### config.mk
export PLATFORM = sky130hd
export DESIGN_NAME = forage_judge
export DESIGN_NICKNAME = d
export VERILOG_FILES = /design/src/rtl/forage_pkg.sv /design/src/rtl/forage_ctrl.sv /design/src/rtl/forage_dp.sv /design/src/rtl/forage_judge.sv
export SDC_FILE = /design/constraint.sdc
export NUM_CORES = 1
export LEC_CHECK = 0
export BUFFER_PORTS_ARGS = -buffer_cell sky130_fd_sc_hd__buf_4
export CAP_MARGIN = 20
export CORE_MARGIN = 3
export CORE_UTILIZATION = 55
export CTS_CLUSTER_DIAMETER = 60
export DETAILED_ROUTE_END_ITERATION = 6
export PLACE_DENSITY = 0.81
export SLEW_MARGIN = 5
export SYNTH_ARGS = -nofsm -noshare
export SYNTH_HDL_FRONTEND = slang
export SYNTH_SLANG_ARGS = --single-unit
### constraint.sdc
create_clock -name clk -period 7.7 [get_ports clk]
set_clock_uncertainty 0.05 [all_clocks]
set_input_delay 0.385 -clock clk [delete_from_list [all_inputs] [get_ports clk]]
set_output_delay 0.385 -clock clk [all_outputs]
set_load 0.02 [all_outputs]
### src/rtl/forage_pkg.sv
package forage_pkg;

  typedef enum logic [1:0] {
    ST_IDLE = 2'd0,
    ST_RUN  = 2'd1,
    ST_DONE = 2'd2
  } judgeState_t;

  typedef struct packed {
    logic loadCfg;
    logic incWait;
    logic clearWait;
    logic burnLife;
    logic creditFood;
    logic creditPoison;
  } judgeStrobe_t;

endpackage

### src/rtl/forage_ctrl.sv
module forage_ctrl
  import forage_pkg::*;
#(
  parameter int KW = 8
) (
  input  logic          clk,
  input  logic          rstN,
  input  logic          startPls,
  input  logic          lifeInZero,
  input  logic          stepVld,
  input  logic          mvFwd,
  input  logic          turnLeft,
  input  logic          turnRight,
  input  logic          mouthClose,
  input  logic          resHere,
  input  logic          resIsFood,
  input  logic [KW:0]   waitCnt,
  input  logic [KW:0]   kVal,
  input  logic          lifeLast,
  output judgeStrobe_t  strobe,
  output logic          running,
  output logic          done
);

  judgeState_t state, stateNxt;
  logic anyMove;
  logic waitStep;
  logic hitCount;
  logic mealNow;

  assign anyMove  = mvFwd | turnLeft | turnRight;
  assign waitStep = resHere & ~anyMove;
  assign hitCount = ((waitCnt + 1'b1) == kVal);
  assign mealNow  = waitStep & mouthClose & hitCount;

  always_comb begin
    strobe   = '0;
    stateNxt = state;
    if (startPls) begin
      strobe.loadCfg = 1'b1;
      stateNxt       = lifeInZero ? ST_DONE : ST_RUN;
    end else if (state == ST_RUN && stepVld) begin
      if (waitStep) begin
        if (mealNow) begin
          strobe.clearWait    = 1'b1;
          strobe.creditFood   = resIsFood;
          strobe.creditPoison = ~resIsFood;
        end else begin
          strobe.incWait = 1'b1;
        end
      end else begin
        strobe.clearWait = 1'b1;
        strobe.burnLife  = 1'b1;
        if (lifeLast) stateNxt = ST_DONE;
      end
    end
  end

  always_ff @(posedge clk) begin
    if (!rstN) state <= ST_IDLE;
    else       state <= stateNxt;
  end

  assign running = (state == ST_RUN);
  assign done    = (state == ST_DONE);

  // the exhausted state is left only through a start pulse
  a_r7_done_holds: assert property (@(posedge clk) disable iff (!rstN)
    (done && !startPls) |=> done);

  // never credit food and poison together
  a_r5_single_credit: assert property (@(posedge clk) disable iff (!rstN)
    $onehot0({strobe.creditFood, strobe.creditPoison}));

  // idle state issues no step strobes
  a_r8_idle_quiet: assert property (@(posedge clk) disable iff (!rstN)
    (state == ST_IDLE && !startPls) |-> (strobe == '0));

endmodule

### src/rtl/forage_dp.sv
module forage_dp
  import forage_pkg::*;
#(
  parameter int KW = 8,
  parameter int LW = 16,
  parameter int FW = 16
) (
  input  logic                 clk,
  input  logic                 rstN,
  input  judgeStrobe_t         strobe,
  input  logic [KW-1:0]        kIn,
  input  logic [LW-1:0]        lifeIn,
  input  logic                 resIsFood,
  output logic [KW:0]          waitCnt,
  output logic [KW:0]          kVal,
  output logic                 lifeLast,
  output logic [LW-1:0]        lifeLeft,
  output logic signed [FW-1:0] fitness,
  output logic                 eatPls,
  output logic                 eatFood
);

  localparam logic signed [FW-1:0] FIT_MAX = {1'b0, {(FW-1){1'b1}}};
  localparam logic signed [FW-1:0] FIT_MIN = {1'b1, {(FW-1){1'b0}}};

  logic [KW:0] kClamped;
  logic        waitFull;

  assign kClamped = (kIn == '0) ? {{KW{1'b0}}, 1'b1} : {1'b0, kIn};
  assign waitFull = (waitCnt > kVal);
  assign lifeLast = (lifeLeft == {{(LW-1){1'b0}}, 1'b1});

  always_ff @(posedge clk) begin
    if (!rstN) begin
      kVal <= {{KW{1'b0}}, 1'b1};
    end else if (strobe.loadCfg) begin
      kVal <= kClamped;
    end
  end

  always_ff @(posedge clk) begin
    if (!rstN) begin
      waitCnt <= '0;
    end else if (strobe.loadCfg || strobe.clearWait) begin
      waitCnt <= '0;
    end else if (strobe.incWait && !waitFull) begin
      waitCnt <= waitCnt + 1'b1;
    end
  end

  always_ff @(posedge clk) begin
    if (!rstN) begin
      lifeLeft <= '0;
    end else if (strobe.loadCfg) begin
      lifeLeft <= lifeIn;
    end else if (strobe.burnLife && lifeLeft != '0) begin
      lifeLeft <= lifeLeft - 1'b1;
    end
  end

  always_ff @(posedge clk) begin
    if (!rstN) begin
      fitness <= '0;
    end else if (strobe.loadCfg) begin
      fitness <= '0;
    end else if (strobe.creditFood && fitness != FIT_MAX) begin
      fitness <= fitness + 1'b1;
    end else if (strobe.creditPoison && fitness != FIT_MIN) begin
      fitness <= fitness - 1'b1;
    end
  end

  always_ff @(posedge clk) begin
    if (!rstN) begin
      eatPls  <= 1'b0;
      eatFood <= 1'b0;
    end else begin
      eatPls <= strobe.creditFood | strobe.creditPoison;
      if (strobe.creditFood | strobe.creditPoison) eatFood <= resIsFood;
    end
  end

  // the wait count never passes K+1
  a_r2_wait_bound: assert property (@(posedge clk) disable iff (!rstN)
    waitCnt <= kVal + 1'b1);

  // a waiting step leaves the budget alone
  a_r6_wait_keeps_life: assert property (@(posedge clk) disable iff (!rstN)
    strobe.incWait |=> $stable(lifeLeft));

  // a food credit moves the score up by one below the ceiling
  a_r5_food_step: assert property (@(posedge clk) disable iff (!rstN)
    (strobe.creditFood && fitness != FIT_MAX) |=> fitness == $past(fitness) + 1'b1);

  // a poison credit moves the score down by one above the floor
  a_r5_poison_step: assert property (@(posedge clk) disable iff (!rstN)
    (strobe.creditPoison && fitness != FIT_MIN) |=> fitness == $past(fitness) - 1'b1);

  // a meal pulse comes with an emptied wait count
  a_r3_eat_clears: assert property (@(posedge clk) disable iff (!rstN)
    eatPls |-> waitCnt == '0);

endmodule

### src/rtl/forage_judge.sv
module forage_judge
  import forage_pkg::*;
#(
  parameter int KW = 8,
  parameter int LW = 16,
  parameter int FW = 16
) (
  input  logic                 clk,
  input  logic                 rstN,
  input  logic                 startPls,
  input  logic [KW-1:0]        kIn,
  input  logic [LW-1:0]        lifeIn,
  input  logic                 stepVld,
  input  logic                 mvFwd,
  input  logic                 turnLeft,
  input  logic                 turnRight,
  input  logic                 mouthClose,
  input  logic                 resHere,
  input  logic                 resIsFood,
  output logic                 eatPls,
  output logic                 eatFood,
  output logic signed [FW-1:0] fitness,
  output logic [LW-1:0]        lifeLeft,
  output logic [KW:0]          waitCnt,
  output logic                 running,
  output logic                 done
);

  judgeStrobe_t strobe;
  logic [KW:0]  kVal;
  logic         lifeLast;

  forage_ctrl #(.KW(KW)) u_ctrl (
    .clk        (clk),
    .rstN       (rstN),
    .startPls   (startPls),
    .lifeInZero (lifeIn == '0),
    .stepVld    (stepVld),
    .mvFwd      (mvFwd),
    .turnLeft   (turnLeft),
    .turnRight  (turnRight),
    .mouthClose (mouthClose),
    .resHere    (resHere),
    .resIsFood  (resIsFood),
    .waitCnt    (waitCnt),
    .kVal       (kVal),
    .lifeLast   (lifeLast),
    .strobe     (strobe),
    .running    (running),
    .done       (done)
  );

  forage_dp #(.KW(KW), .LW(LW), .FW(FW)) u_dp (
    .clk       (clk),
    .rstN      (rstN),
    .strobe    (strobe),
    .kIn       (kIn),
    .lifeIn    (lifeIn),
    .resIsFood (resIsFood),
    .waitCnt   (waitCnt),
    .kVal      (kVal),
    .lifeLast  (lifeLast),
    .lifeLeft  (lifeLeft),
    .fitness   (fitness),
    .eatPls    (eatPls),
    .eatFood   (eatFood)
  );

endmodule

After elaboration in Yosys (flattened, before gate mapping) --
Index checks and enable logic that the tools add are counted.
Storage, ports and cells: register bits 54, input bits 34, output and inout bits 45
Cells by class: add/subtract/negate cells 4, $lt $le $gt $ge 1, equality and inequality tests 7, multiplexer cells 20, bitwise gates (word level) 9, reduce and logical (&&, ||, !) cells 17
Operators with widths (number):
- 2-to-1 mux 16 bit | 4
- inequality test 16 bit (second input constant) | 2
- subtractor 16 x 1 -> 16 bit (second input constant) | 2
- adder 16 x 1 -> 16 bit (second input constant) | 1
- == test 16 x 1 -> 1 bit (second input constant) | 1
- logical NOT 16 bit | 1
- nonzero test 16 bit | 1
- 2-to-1 mux 2 bit | 7
- 2-to-1 mux 5 bit | 2
- adder 9 x 1 -> 9 bit (second input constant) | 1
- == test 9 bit | 1
- greater-than comparator 9 bit | 1
- logical NOT 8 bit | 1
- 2-to-1 mux 8 bit | 1
- nonzero test 2 bit | 4
- 2-to-1 mux 1 bit | 6
- logical AND 1 bit | 5
- OR reduction 2 bit | 2
- AND 1 bit | 3
- NOT 1 bit | 3
- OR 1 bit | 3
- AND reduction 3 bit | 1
- == test 2 x 1 -> 1 bit (second input constant) | 1
- == test 2 bit (second input constant) | 1
- 3 further kinds | 3

Depth between registers and ports, before layout --
depth in word-level cells 13, mapped depth 18

By module --
Synthesis repeated with hierarchy kept, for this count alone.
Second synthesis, totals: cells, all modules 464, area total of the unflattened synthesis 3726.1 µm²
By module, submodules not included:
- forage_dp | times used 1, cells an instance 398, area an instance 3233.1 µm², seq. area each 1021.0 µm²
- forage_ctrl | times used 1, cells an instance 61, area an instance 459.2 µm², seq. area each 40.0 µm²
- forage_judge | times used 1, cells an instance 5, area an instance 33.8 µm², seq. area each 0.0 µm²

Worst setup path before layout --
OpenSTA, ideal clock, no wires.
path type register to register, from reg u_dp.waitCnt[0], to reg u_dp.fitness[12], arrival 3986 ps, required time 7583 ps, slack 3596 ps, cell stages (with the launch flop) 18, clock period less this slack 4104 ps, cells stage by stage dfxtp_1 ha_1 inv_1 nor3_1 or4_1 a21oi_1 nand4b_1 nor2_1 nand2_1 ha_1 nor2b_1 o21a_1 o21ai_0 a211o_1 nand3b_1 a21oi_1 mux2_4 o21ai_2
On the way: word-level cells in the longest chain between the ends 9
RTL lines:
- start: declaration | RTL line forage_dp.sv:14 | output logic [KW:0] waitCnt,
- start signal: assignment | RTL line forage_dp.sv:47 | waitCnt <= waitCnt + 1'b1;
- adder 9 x 1 -> 9 bit (*) | RTL line forage_ctrl.sv:33 | assign hitCount = ((waitCnt + 1'b1) == kVal);
- == test 9 bit (*) | RTL line forage_ctrl.sv:33
- AND 1 bit (*) | RTL line forage_ctrl.sv:34 | assign mealNow = waitStep & mouthClose & hitCount;
- 2-to-1 mux 2 bit (*) | RTL line forage_ctrl.sv:44 | if (mealNow) begin
- 2-to-1 mux 2 bit (*) | RTL line forage_ctrl.sv:43 | if (waitStep) begin
- 2-to-1 mux 5 bit (*) | RTL line forage_ctrl.sv:42 | end else if (state == ST_RUN && stepVld) begin
- 2-to-1 mux 5 bit (*) | RTL line forage_ctrl.sv:39 | if (startPls) begin
- logical AND 1 bit, on equally long branches | RTL line forage_dp.sv:66, forage_dp.sv:68
- 2-to-1 mux 16 bit / nonzero test 2 bit (equally long branches)
- end signal: assignment | RTL line forage_dp.sv:67 | fitness <= fitness + 1'b1;
- end signal: assignment | RTL line forage_dp.sv:69 | fitness <= fitness - 1'b1;
- end: declaration | RTL line forage_dp.sv:18 | output logic signed [FW-1:0] fitness,
Every way passes the cells marked *; elsewhere a longest branch is shown, timed or not. A chain may end at the register's enable or synchronous reset.

Final worst setup path --
from reg u_dp.waitCnt[0], to reg u_dp.fitness[15]
The elaborated chain is that of the path after synthesis.

==> results.json <==
{
  "status": "finished, final reports clean",
  "hold_viol_final": 0,
  "portBuffers": 78,
  "antenna_found_initial": 0,
  "async_flop_share_pct": 0,
  "yosys_register_bits": 53,
  "grt_pass1_vias": 3408,
  "required_ns": 7.86,
  "numCtsBuffers": 5,
  "synthCells": 446,
  "grt_max_degree": 32,
  "synth_top_area_share_pct": 29.2,
  "tns_ns": 0,
  "regArea_mm2": 0.00106,
  "grt_util_all_layers_pct": 25.2,
  "min_period_ns": 4.75,
  "ir_drop_mv": 0.101,
  "startpoint_type": "flop",
  "synth_edf_count": 0,
  "power.internal_uw": 387,
  "max_freq_mhz": 211,
  "cts.clk_slew.worst_paths_ns": 0.10,
  "crit_type": "reg -> reg",
  "sw_frac_of_total_pct": 28.5,
  "ys_seq_area_share_pct": 29.2,
  "grt-ovfl-total": 0,
  "num_io_pins": 79,
  "slew_headroom_pct": 34.9,
  "tightestPinTransition_ns": 0.974,
  "combPwrFrac_pct": 16.1,
  "post-dp-hpwl_mm": 7.28,
  "synth_nets": 506,
  "clock_latency_ns": 0.31,
  "path_max_fanout": 15,
  "mostFrequentLayoutCells": "buf_4, dfxtp_1, nor2_1, a21oi_1, nand2_1",
  "slew_viol_final": 0,
  "wl_per_cell_um": 16.0,
  "cts.path.max_buffers": 2,
  "whs_ns": 0.274,
  "ys_warn_count": 0,
  "clock_sinks": 53,
  "num_vias": 3552,
  "clock-root-buffer": "clkbuf_8",
  "core_area_mm2": 0.00639,
  "hold_path_class": "in -> reg",
  "layout_commonest_cell": "buf_4",
  "nets": 574,
  "fin_crit_sh_pct": 61.7,
  "finalWirelength_mm": 9.49,
  "synth.area.top_cells": "dfxtp_1, ha_1, a21oi_1",
  "drtIter0Drc": 174,
  "area_growth_syn_to_layout_pct": 19.2,
  "h-tree-depth": 2,
  "ys_types": 62,
  "antennaDiodeCount": 0,
  "seq_power_share_pct": 54.4,
  "nFillCells": 567,
  "multi_input_area_mm2": 0.00241,
  "routabilityCongestion": 0.956,
  "die_x_um": 87.3,
  "post_cts_buffers": 0,
  "cts_resized": 0,
  "cts_hold_buf": 0,
  "syn_avg_cell_area_um2": 8.16,
  "grt_pass1_wl_mm": 15.7,
  "power.density_mw_per_mm2": 125,
  "start_util_pct": 57.0,
  "leakage_nw": 1.77,
  "cap_violations": 0,
  "arrival_ns": 4.91,
  "route.detailed.drc": 0,
  "ys.flop_type": "dfxtp_1",
  "row_count": 29,
  "ant_nets": 0,
  "finalSetupViolCount": 0,
  "synth_top_area_cell": "dfxtp_1",
  "drive_gt1_share_pct": 19.0,
  "die_h_um": 87.3,
  "power.switching_uw": 155,
  "firstDrtPassIters": 4,
  "netlist_area_mm2": 0.00364,
  "cts_tree": "done",
  "p_clk_share_pct": 29.5,
  "rsz0062_at_grt": "no",
  "worstSetupEndpointType": "flop",
  "viasPerCell": 6.00,
  "fp.dieArea_mm2": 0.00763
}
## sequential cells by signal, summed over array words and instances (netlist names)
| register | cells |
|---|---|
| u_dp.fitness | 16 |
| u_dp.lifeLeft | 16 |
| u_dp.waitCnt | 9 |
| u_dp.kVal | 8 |
| u_ctrl.state | 2 |
| u_dp.eatFood | 1 |
| u_dp.eatPls | 1 |
## area by class of cell
type | instances | share of cell area, %
inverter | 21 | 1.82
clock buffer | 5 | 1.59
timing repair buffer | 79 | 13.7
multi-input combinational | 354 | 55.7
clock inverter | 3 | 0.519
sequential | 53 | 24.5
tap | 77 | 2.22
## cells by family after synthesis
logic type / after synthesis / synth area share (%)
AND/OR/NAND/NOR: 168 / 25.1
adder cells (fa/ha/maj): 26 / 9.15
XOR/XNOR: 28 / 6.74
AO/OA/AOI/OAI: 113 / 20.0
buffers and inverters: 39 / 4.47
multiplexers: 19 / 5.36
flip-flops: 53 / 29.2
## final timing paths
path                                start                       endpoint  slack, ns  cells past startpoint
min reg2reg  u_ctrl.state[0]$_SDFFE_PN0P_   u_ctrl.state[0]$_SDFFE_PN0P_       0.44                      2
min                                kIn[7]      u_dp.kVal[7]$_SDFFE_PN0P_       0.27                      3
max reg2reg  u_dp.waitCnt[0]$_SDFFE_PP0P_  u_dp.fitness[15]$_SDFFE_PP0P_       2.95                     17
max          u_dp.waitCnt[0]$_SDFFE_PP0P_  u_dp.fitness[15]$_SDFFE_PP0P_       2.95                     17
## cells in the mapped netlist (all sizes together), types with 5 or more instances
cell / number
xnor2: 19
o21ai: 21
mux2i: 18
or3: 8
ha: 25
nand2: 26
nand3: 14
o211ai: 7
nor4: 12
buf: 5
inv: 20
a21o: 5
a21oi: 39
a211oi: 14
dfxtp: 53
xor2: 9
nand4: 12
nor3: 12
or4: 5
nor2: 49
clkbuf: 13
## metal layers
metal | up-vias | routed length (um) | track usage [%] | share of wire, %
met4 | 0 | 108 | 6.28 | 1.1
met1 | 1654 | 4310 | 32.7 | 45
met5 | - | 0 | 0 | 0
met3 | 10 | 517 | 3.50 | 5.4
li1 | 1790 | - | - | -
met2 | 98 | 4560 | 43.6 | 48
## stage by stage
stage	cells	utilization, %	worst slack, ns	power (mW)	cell area, um^2
final	592	67.9	2.95	0.541	4340
after global routing	592	67.9	2.48	0.562	4340
after CTS	592	67.9	2.98	0.545	4340
after detailed placement	584	66.5	2.97	0.388	4240
after global placement	584	66.5	3.20	0.385	4240
after floorplan	446	-	3.60	0.350	3640
## critical path, cell delays in order (launching register included)
cell and delay (ns):
dfxtp_1 0.37, ha_1 0.31, inv_1 0.19, nor3_1 0.08, or4_1 0.50, a21oi_1 0.22, nand4b_1 0.17, nor2_1 0.19
nand2_1 0.39, ha_1 0.45, a211oi_1 0.29, nor2_1 0.10, o31ai_1 0.38, a211oi_1 0.18, nor3_1 0.28, o311ai_1 0.18
a21o_1 0.20, a21oi_1 0.13
## power groups by stage
stage | registers [mW] | logic [mW] | clock network [mW]
detailed placement | 0.300 | 0.0871 | 0
floorplan | 0.305 | 0.0450 | 0
global placement | 0.300 | 0.0851 | 0
finish | 0.294 | 0.0872 | 0.160
global route | 0.296 | 0.0956 | 0.171
CTS | 0.294 | 0.0873 | 0.164
Note: power is estimated with default switching activity, not from simulation.
